--- src/rtl/wdog_pkg.sv ---
// Shared constants for the sequenced-unlock watchdog: register addresses,
// magic words, control field positions and sequence states.
package wdog_pkg;
    localparam int ADDR_W = 3;

    localparam logic [ADDR_W-1:0] A_CTRL  = 3'd0;
    localparam logic [ADDR_W-1:0] A_LOAD  = 3'd1;
    localparam logic [ADDR_W-1:0] A_COUNT = 3'd2;
    localparam logic [ADDR_W-1:0] A_TRIG  = 3'd3;
    localparam logic [ADDR_W-1:0] A_SS    = 3'd4;
    localparam logic [ADDR_W-1:0] A_PEND  = 3'd5;
    localparam logic [ADDR_W-1:0] A_FLAG  = 3'd6;

    // Posting slots, in generate order
    localparam int NSLOT   = 4;
    localparam int S_CTRL  = 0;
    localparam int S_LOAD  = 1;
    localparam int S_TRIG  = 2;
    localparam int S_SS    = 3;

    localparam logic [15:0] ARM_FIRST  = 16'hBBBB;
    localparam logic [15:0] ARM_SECOND = 16'h4444;
    localparam logic [15:0] DIS_FIRST  = 16'hAAAA;
    localparam logic [15:0] DIS_SECOND = 16'h5555;

    localparam int PRE_EN_BIT  = 5;
    localparam int PRE_EXP_LSB = 2;
    localparam int EXP_W       = 3;

    typedef enum logic [1:0] {
        SEQ_IDLE,
        SEQ_ARM_HALF,
        SEQ_DIS_HALF
    } seq_state_t;
endpackage

--- src/rtl/wdog_post_slot.sv ---
// One posted-write slot. It captures a bus write, holds it for POST_DLY
// cycles, then raises fire for one cycle with the data.
// Assumes POST_DLY >= 1. Writes that arrive while busy are dropped.
module wdog_post_slot #(
    parameter int DATA_W   = 32,
    parameter int POST_DLY = 2
) (
    input  logic              clk,
    input  logic              rst_n,
    input  logic              wr,
    input  logic [DATA_W-1:0] wdata,
    output logic              busy,
    output logic              fire,
    output logic [DATA_W-1:0] data
);
    localparam int DLY_W = $clog2(POST_DLY + 1);

    logic [DLY_W-1:0] left_q;

    assign fire = busy && (left_q == '0);

    // Capture a write, count down the posting delay, retire on fire
    always_ff @(posedge clk) begin
        if (!rst_n) begin
            busy   <= 1'b0;
            left_q <= '0;
            data   <= '0;
        end else if (!busy) begin
            if (wr) begin
                busy   <= 1'b1;
                left_q <= DLY_W'(POST_DLY - 1);
                data   <= wdata;
            end
        end else if (fire) begin
            busy <= 1'b0;
        end else begin
            left_q <= left_q - 1'b1;
        end
    end
endmodule

--- src/rtl/wdog_unlock_fsm.sv ---
// Start/stop sequence machine. Committed words move it between idle and the
// two half-sequence states. A matching second word arms or disarms the timer.
// Assumes commit is a one-cycle pulse per committed write.
module wdog_unlock_fsm
    import wdog_pkg::*;
#(
    parameter int DATA_W = 32
) (
    input  logic              clk,
    input  logic              rst_n,
    input  logic              commit,
    input  logic [DATA_W-1:0] word,
    output logic              armed
);
    seq_state_t st_q;
    logic is_arm1, is_arm2, is_dis1, is_dis2;

    assign is_arm1 = (word == DATA_W'(ARM_FIRST));
    assign is_arm2 = (word == DATA_W'(ARM_SECOND));
    assign is_dis1 = (word == DATA_W'(DIS_FIRST));
    assign is_dis2 = (word == DATA_W'(DIS_SECOND));

    // Advance the sequence and update the armed state on each committed word
    always_ff @(posedge clk) begin
        if (!rst_n) begin
            st_q  <= SEQ_IDLE;
            armed <= 1'b0;
        end else if (commit) begin
            if (is_arm1) begin
                st_q <= SEQ_ARM_HALF;
            end else if (is_dis1) begin
                st_q <= SEQ_DIS_HALF;
            end else if (st_q == SEQ_ARM_HALF && is_arm2) begin
                armed <= 1'b1;
                st_q  <= SEQ_IDLE;
            end else if (st_q == SEQ_DIS_HALF && is_dis2) begin
                armed <= 1'b0;
                st_q  <= SEQ_IDLE;
            end else begin
                st_q <= SEQ_IDLE;
            end
        end
    end
endmodule

--- src/rtl/wdog_prescale.sv ---
// Step generator. With the prescaler off it steps every cycle while run is
// high. With it on, it steps once every 2^exp cycles. Idle while not running.
module wdog_prescale #(
    parameter int EXP_W = 3
) (
    input  logic             clk,
    input  logic             rst_n,
    input  logic             run,
    input  logic             pre_en,
    input  logic [EXP_W-1:0] pre_exp,
    output logic             step
);
    localparam int DIV_W = (1 << EXP_W) - 1;

    logic [DIV_W-1:0] div_q;
    logic [DIV_W-1:0] lim;

    // Terminal count 2^exp - 1 as a mask of exp low ones
    always_comb lim = ~({DIV_W{1'b1}} << pre_exp);

    assign step = run && (!pre_en || (div_q == lim));

    // Divider counter, cleared on each step and while stopped
    always_ff @(posedge clk) begin
        if (!rst_n || !run || step) div_q <= '0;
        else                         div_q <= div_q + 1'b1;
    end
endmodule

--- src/rtl/wdog_counter.sv ---
// Watchdog up-counter. Reload takes priority over a step. A step from all
// ones wraps to zero and raises ovf for exactly one cycle after the wrap.
module wdog_counter #(
    parameter int CNT_W = 32
) (
    input  logic             clk,
    input  logic             rst_n,
    input  logic             reload,
    input  logic [CNT_W-1:0] load_val,
    input  logic             step,
    output logic [CNT_W-1:0] cnt,
    output logic             ovf
);
    // Count, reload and flag the wrap
    always_ff @(posedge clk) begin
        if (!rst_n) begin
            cnt <= '0;
            ovf <= 1'b0;
        end else begin
            ovf <= 1'b0;
            if (reload) begin
                cnt <= load_val;
            end else if (step) begin
                cnt <= cnt + 1'b1;
                ovf <= &cnt;
            end
        end
    end
endmodule

--- src/rtl/wdog_seq.sv ---
// Sequenced-unlock watchdog top. Holds the register file, the posted-write
// slots, the sequence machine, the prescaler, the counter and the reset flag.
// Assumes the bus and the timer share the tick clock. Posting is a fixed delay.
module wdog_seq
    import wdog_pkg::*;
#(
    parameter int DATA_W   = 32,
    parameter int POST_DLY = 2
) (
    input  logic              clk,
    input  logic              rst_n,
    input  logic              bus_we,
    input  logic [ADDR_W-1:0] bus_addr,
    input  logic [DATA_W-1:0] bus_wdata,
    output logic [DATA_W-1:0] bus_rdata,
    output logic              wdt_reset_o
);
    localparam logic [ADDR_W-1:0] SLOT_ADDR [NSLOT] = '{A_CTRL, A_LOAD, A_TRIG, A_SS};

    logic [NSLOT-1:0]  s_busy, s_fire;
    logic [DATA_W-1:0] s_data [NSLOT];

    logic [DATA_W-1:0] ctrl_q, load_q, trig_q, cnt_q;
    logic              armed, step, reload, flag_q;
    logic [DATA_W-1:0] pend_vec;

    for (genvar g = 0; g < NSLOT; g++) begin : g_slot
        wdog_post_slot #(.DATA_W(DATA_W), .POST_DLY(POST_DLY)) u_slot (
            .clk   (clk),
            .rst_n (rst_n),
            .wr    (bus_we && (bus_addr == SLOT_ADDR[g])),
            .wdata (bus_wdata),
            .busy  (s_busy[g]),
            .fire  (s_fire[g]),
            .data  (s_data[g])
        );
    end

    // Configuration registers, locked while armed
    always_ff @(posedge clk) begin
        if (!rst_n) begin
            ctrl_q <= '0;
            load_q <= '0;
        end else begin
            if (s_fire[S_CTRL] && !armed) ctrl_q <= s_data[S_CTRL];
            if (s_fire[S_LOAD] && !armed) load_q <= s_data[S_LOAD];
        end
    end

    assign reload = s_fire[S_TRIG] && (s_data[S_TRIG] != trig_q);

    // Last committed trigger value, kept to detect a change
    always_ff @(posedge clk) begin
        if (!rst_n)      trig_q <= '0;
        else if (reload) trig_q <= s_data[S_TRIG];
    end

    wdog_unlock_fsm #(.DATA_W(DATA_W)) u_fsm (
        .clk    (clk),
        .rst_n  (rst_n),
        .commit (s_fire[S_SS]),
        .word   (s_data[S_SS]),
        .armed  (armed)
    );

    wdog_prescale #(.EXP_W(EXP_W)) u_pre (
        .clk     (clk),
        .rst_n   (rst_n),
        .run     (armed),
        .pre_en  (ctrl_q[PRE_EN_BIT]),
        .pre_exp (ctrl_q[PRE_EXP_LSB +: EXP_W]),
        .step    (step)
    );

    wdog_counter #(.CNT_W(DATA_W)) u_cnt (
        .clk      (clk),
        .rst_n    (rst_n),
        .reload   (reload),
        .load_val (load_q),
        .step     (step),
        .cnt      (cnt_q),
        .ovf      (wdt_reset_o)
    );

    // Reset-source flag: set on overflow, cleared by writing 1 to bit 0
    always_ff @(posedge clk) begin
        if (!rst_n)                                        flag_q <= 1'b0;
        else if (wdt_reset_o)                              flag_q <= 1'b1;
        else if (bus_we && bus_addr == A_FLAG && bus_wdata[0]) flag_q <= 1'b0;
    end

    // Pending-status layout: bit 0 ctrl, bit 2 load, bit 3 trigger, bit 4 start/stop
    always_comb begin
        pend_vec    = '0;
        pend_vec[0] = s_busy[S_CTRL];
        pend_vec[2] = s_busy[S_LOAD];
        pend_vec[3] = s_busy[S_TRIG];
        pend_vec[4] = s_busy[S_SS];
    end

    // Read multiplexer
    always_comb begin
        case (bus_addr)
            A_CTRL:  bus_rdata = ctrl_q;
            A_LOAD:  bus_rdata = load_q;
            A_COUNT: bus_rdata = cnt_q;
            A_TRIG:  bus_rdata = trig_q;
            A_PEND:  bus_rdata = pend_vec;
            A_FLAG:  bus_rdata = DATA_W'(flag_q);
            default: bus_rdata = '0;
        endcase
    end
endmodule

--- config.mk ---
export PLATFORM = sky130hd
export DESIGN_NAME = wdog_seq
export DESIGN_NICKNAME = d
export VERILOG_FILES = /design/src/rtl/wdog_pkg.sv /design/src/rtl/wdog_post_slot.sv /design/src/rtl/wdog_unlock_fsm.sv /design/src/rtl/wdog_prescale.sv /design/src/rtl/wdog_counter.sv /design/src/rtl/wdog_seq.sv
export SDC_FILE = /design/constraint.sdc
export NUM_CORES = 1
export LEC_CHECK = 0
export ABC_AREA = 1
export BUFFER_PORTS_ARGS = -buffer_cell sky130_fd_sc_hd__buf_2
export CAP_MARGIN = 20
export CORE_MARGIN = 5
export CORE_UTILIZATION = 61
export CTS_CLUSTER_SIZE = 14
export DETAILED_ROUTE_END_ITERATION = 8
export GPL_TIMING_DRIVEN = 0
export PLACE_DENSITY = 0.8
export SKIP_LAST_GASP = 1
export SLEW_MARGIN = 15
export SYNTH_ARGS = -nofsm -noshare
export SYNTH_HDL_FRONTEND = slang
export SYNTH_SLANG_ARGS = --single-unit
--- constraint.sdc ---
create_clock -name clk -period 2.3 [get_ports clk]
set_input_delay 0.46 -clock clk [delete_from_list [all_inputs] [get_ports clk]]
set_output_delay 0.46 -clock clk [all_outputs]
set_load 0.05 [all_outputs]
==> results.json <==
{
  "run_status": "finished with violations",
  "violations": "negative setup slack",
  "vias": 12600,
  "power_mw": 11.1,
  "intPower_mw": 8.35,
  "worstPathArrival_ps": 1900,
  "drive_gt1_share_pct": 9.40,
  "hpwl_um": 31700,
  "synth_most_common_cell": "nor2_1",
  "async_reset_ff_share_pct": 0,
  "leakagePower_nw": 6.08,
  "synth_edf_count": 0,
  "cts_buffers": 30,
  "grt_pass1_wl_um": 64500,
  "fin_crit_sh_pct": 103,
  "fin_ws_ps": -61.0,
  "cts_buffer_depth": 3,
  "drv_slew": 0,
  "diodes": 0,
  "synth_top_area_share_pct": 44.3,
  "grtUsageTotal_pct": 33.9,
  "worstPathMaxFanout": 9,
  "pwr-share-seq_pct": 46.0,
  "place_ws_ps": -514,
  "yosys_warnings": 0,
  "vdd_drop_max_uv": 617,
  "skew_ps": 37.0,
  "drc_errors": 0,
  "final_antenna_net_count": 0,
  "gp_congestion": 1.04,
  "die_w_um": 154,
  "overflow": 0,
  "critPathLaunchType": "flip-flop",
  "rows": 52,
  "firstDrtPassIters": 6,
  "dieArea_um2": 23700,
  "power.density_nw_per_um2": 759,
  "endpoint_kind": "primary output",
  "critPathKind": "flip-flop to primary output",
  "synth-seq-area-share_pct": 44.3,
  "wire_per_inst_um": 18.9,
  "viasPerCell": 5.72,
  "hold_violations": 0,
  "grt_max_degree": 18,
  "clock_power_share_pct": 46.4,
  "timing.fmax_mhz": 424,
  "syn2layout_area_growth_pct": 15.4,
  "start_util_pct": 62.3,
  "grt_pass1_vias": 12100,
  "post_dp_cell_area_um2": 13300,
  "postSynthRegisterBits": 280,
  "synthesis.instances": 1809,
  "ios": 71,
  "antenna_found_initial": 1,
  "htreeDepth": 1,
  "fin_util_pct": 71.9,
  "yosysTopAreaCell": "dfxtp_1",
  "core-area_um2": 20300,
  "synth.distinct_cells": 38,
  "cts_tree": "done",
  "cp.required_ps": 1840,
  "path_clk_slew_ps": 60,
  "rsz0062_at_grt": "yes",
  "tightest_slew_ps": 764,
  "cap_viol_max_count": 0,
  "synthFlopType": "dfxtp_1",
  "swShare_pct": 24.6,
  "design_area_um2": 14600,
  "synth_nets": 1853,
  "clkLatencyLatePin_ps": 580,
  "setup_viol": 13,
  "postCtsHoldBufs": 0,
  "fin_crit_ps": 2360,
  "synth_area_um2": 12700,
  "synthTopCellsByCount": "nor2_1 (373), dfxtp_1 (280), nand2_1 (279)",
  "netlist_top_cells_area": "dfxtp_1 (44%), nor2_1 (11%), o21ai_0 (8.3%), nand2_1 (8.3%), nand3_1 (6.3%)",
  "dr.first_iter.drc_count": 1468,
  "cts_root_buf": "clkbuf_16",
  "cts.sinks": 280,
  "p_sw_mw": 2.72,
  "port_buffers": 69,
  "relSlewSlack_pct": 49.1,
  "fin_nets": 1960,
  "die_h_um": 154,
  "synth_area_per_cell_um2": 6.99,
  "comb_power_share_pct": 7.6,
  "routed_wl_um": 41600,
  "hp-class": "input port to flip-flop",
  "finalSetupTns_ps": -339
}
[kinds of logic (layout without fill, tap and decap cells)]
kind of cell | after synthesis | count (layout) | synth area share (%)
DFF | 280 | 280 | 44.3
xor gates and xnor gates | 49 | 49 | 3.39
AOI/OAI and AO/OA | 351 | 351 | 14.9
adders and majority gates | 6 | 6 | 0.593
buffers and inverters | 251 | 379 | 7.76
and+or+nand+nor | 872 | 872 | 29.0
[final timing paths]
kind,startpoint,endpoint,slack (ps),cells after the start
max,ctrl_q[4],bus_rdata[4],-60,4
min,bus_wdata[10],g_slot[1].u_slot.data[10],170,3
max reg2reg,trig_q[7],u_cnt.ovf,130,11
min reg2reg,g_slot[3].u_slot.data[29],g_slot[3].u_slot.data[29],450,2
[metal layers]
| layer | share of wire, % | routed length [um] | global-route usage [%] |
|---|---|---|---|
| met3 | 10 | 4300 | 7.31 |
| met2 | 45 | 18900 | 54.5 |
| met1 | 40 | 16800 | 44.6 |
| met4 | 3.8 | 1600 | 13.3 |
| met5 | 0.031 | 13 | 0 |
[per-stage QoR]
step / cells / hold slack, ps
finish: 2207 / 175
global route: 2207 / 177
CTS: 2205 / 160
detailed placement: 2148 / 447
global placement: 2148 / 441
floorplan: 1809 / 429
[layout make-up]
type	instances	area, um2
clock buffers	42	846
inverters	148	564
repair buffers	75	485
plain buffers	103	460
fillers	1695	5700
clock inverters	11	214
multi-input cells	1278	6080
flip-flops and latches	280	5610
well taps	270	338
[critical path, cell delays in order, from the launching register on]
cell        delay (ps)
dfxtp_1            310
buf_2              200
clkinvlp_4         230
o21ai_0            340
buf_4              270
[state kept, by name (all words and copies together) (netlist names)]
register              cells
g_slot.u_slot.busy        4
g_slot.u_slot.data      128
u_cnt.ovf                 1
u_pre.div_q               7
ctrl_q                   32
u_fsm.st_q                2
u_fsm.armed               1
u_cnt.cnt                32
load_q                   32
trig_q                   32
g_slot.u_slot.left_q      8
flag_q                    1
[power by group through the flow]
stage	logic (mW)	registers (mW)	clock network, mW
2_1_floorplan	0.500	5.15	0
3_3_place_gp	0.764	5.19	0
3_5_place_dp	0.782	5.19	0
4_1_cts	0.807	5.09	5.16
5_1_grt	0.917	5.10	5.37
6_report	0.842	5.09	5.14
[cell usage in the layout, fill, tap and decap left out, types with 21 or more instances in the layout]
cell type,n
nor2_1,370
dfxtp_1,279
nand2_1,277
o21ai_0,210
nand3_1,158
inv_1,137
a21oi_1,96
clkbuf_1,75
buf_2,57
clkbuf_16,30
xnor2_1,27
buf_4,24
nand4_1,23
xor2_1,22
clkbuf_4,21
[repair_timing]
action | CTS | global route
cloned | 0 | 0
pin swaps | 3 | 1
resized for setup | 25 | 43
endpoints found under the setup margin | 45 | 110
buffers inserted | 4 | 2
Power figures use the tool's default switching activity.
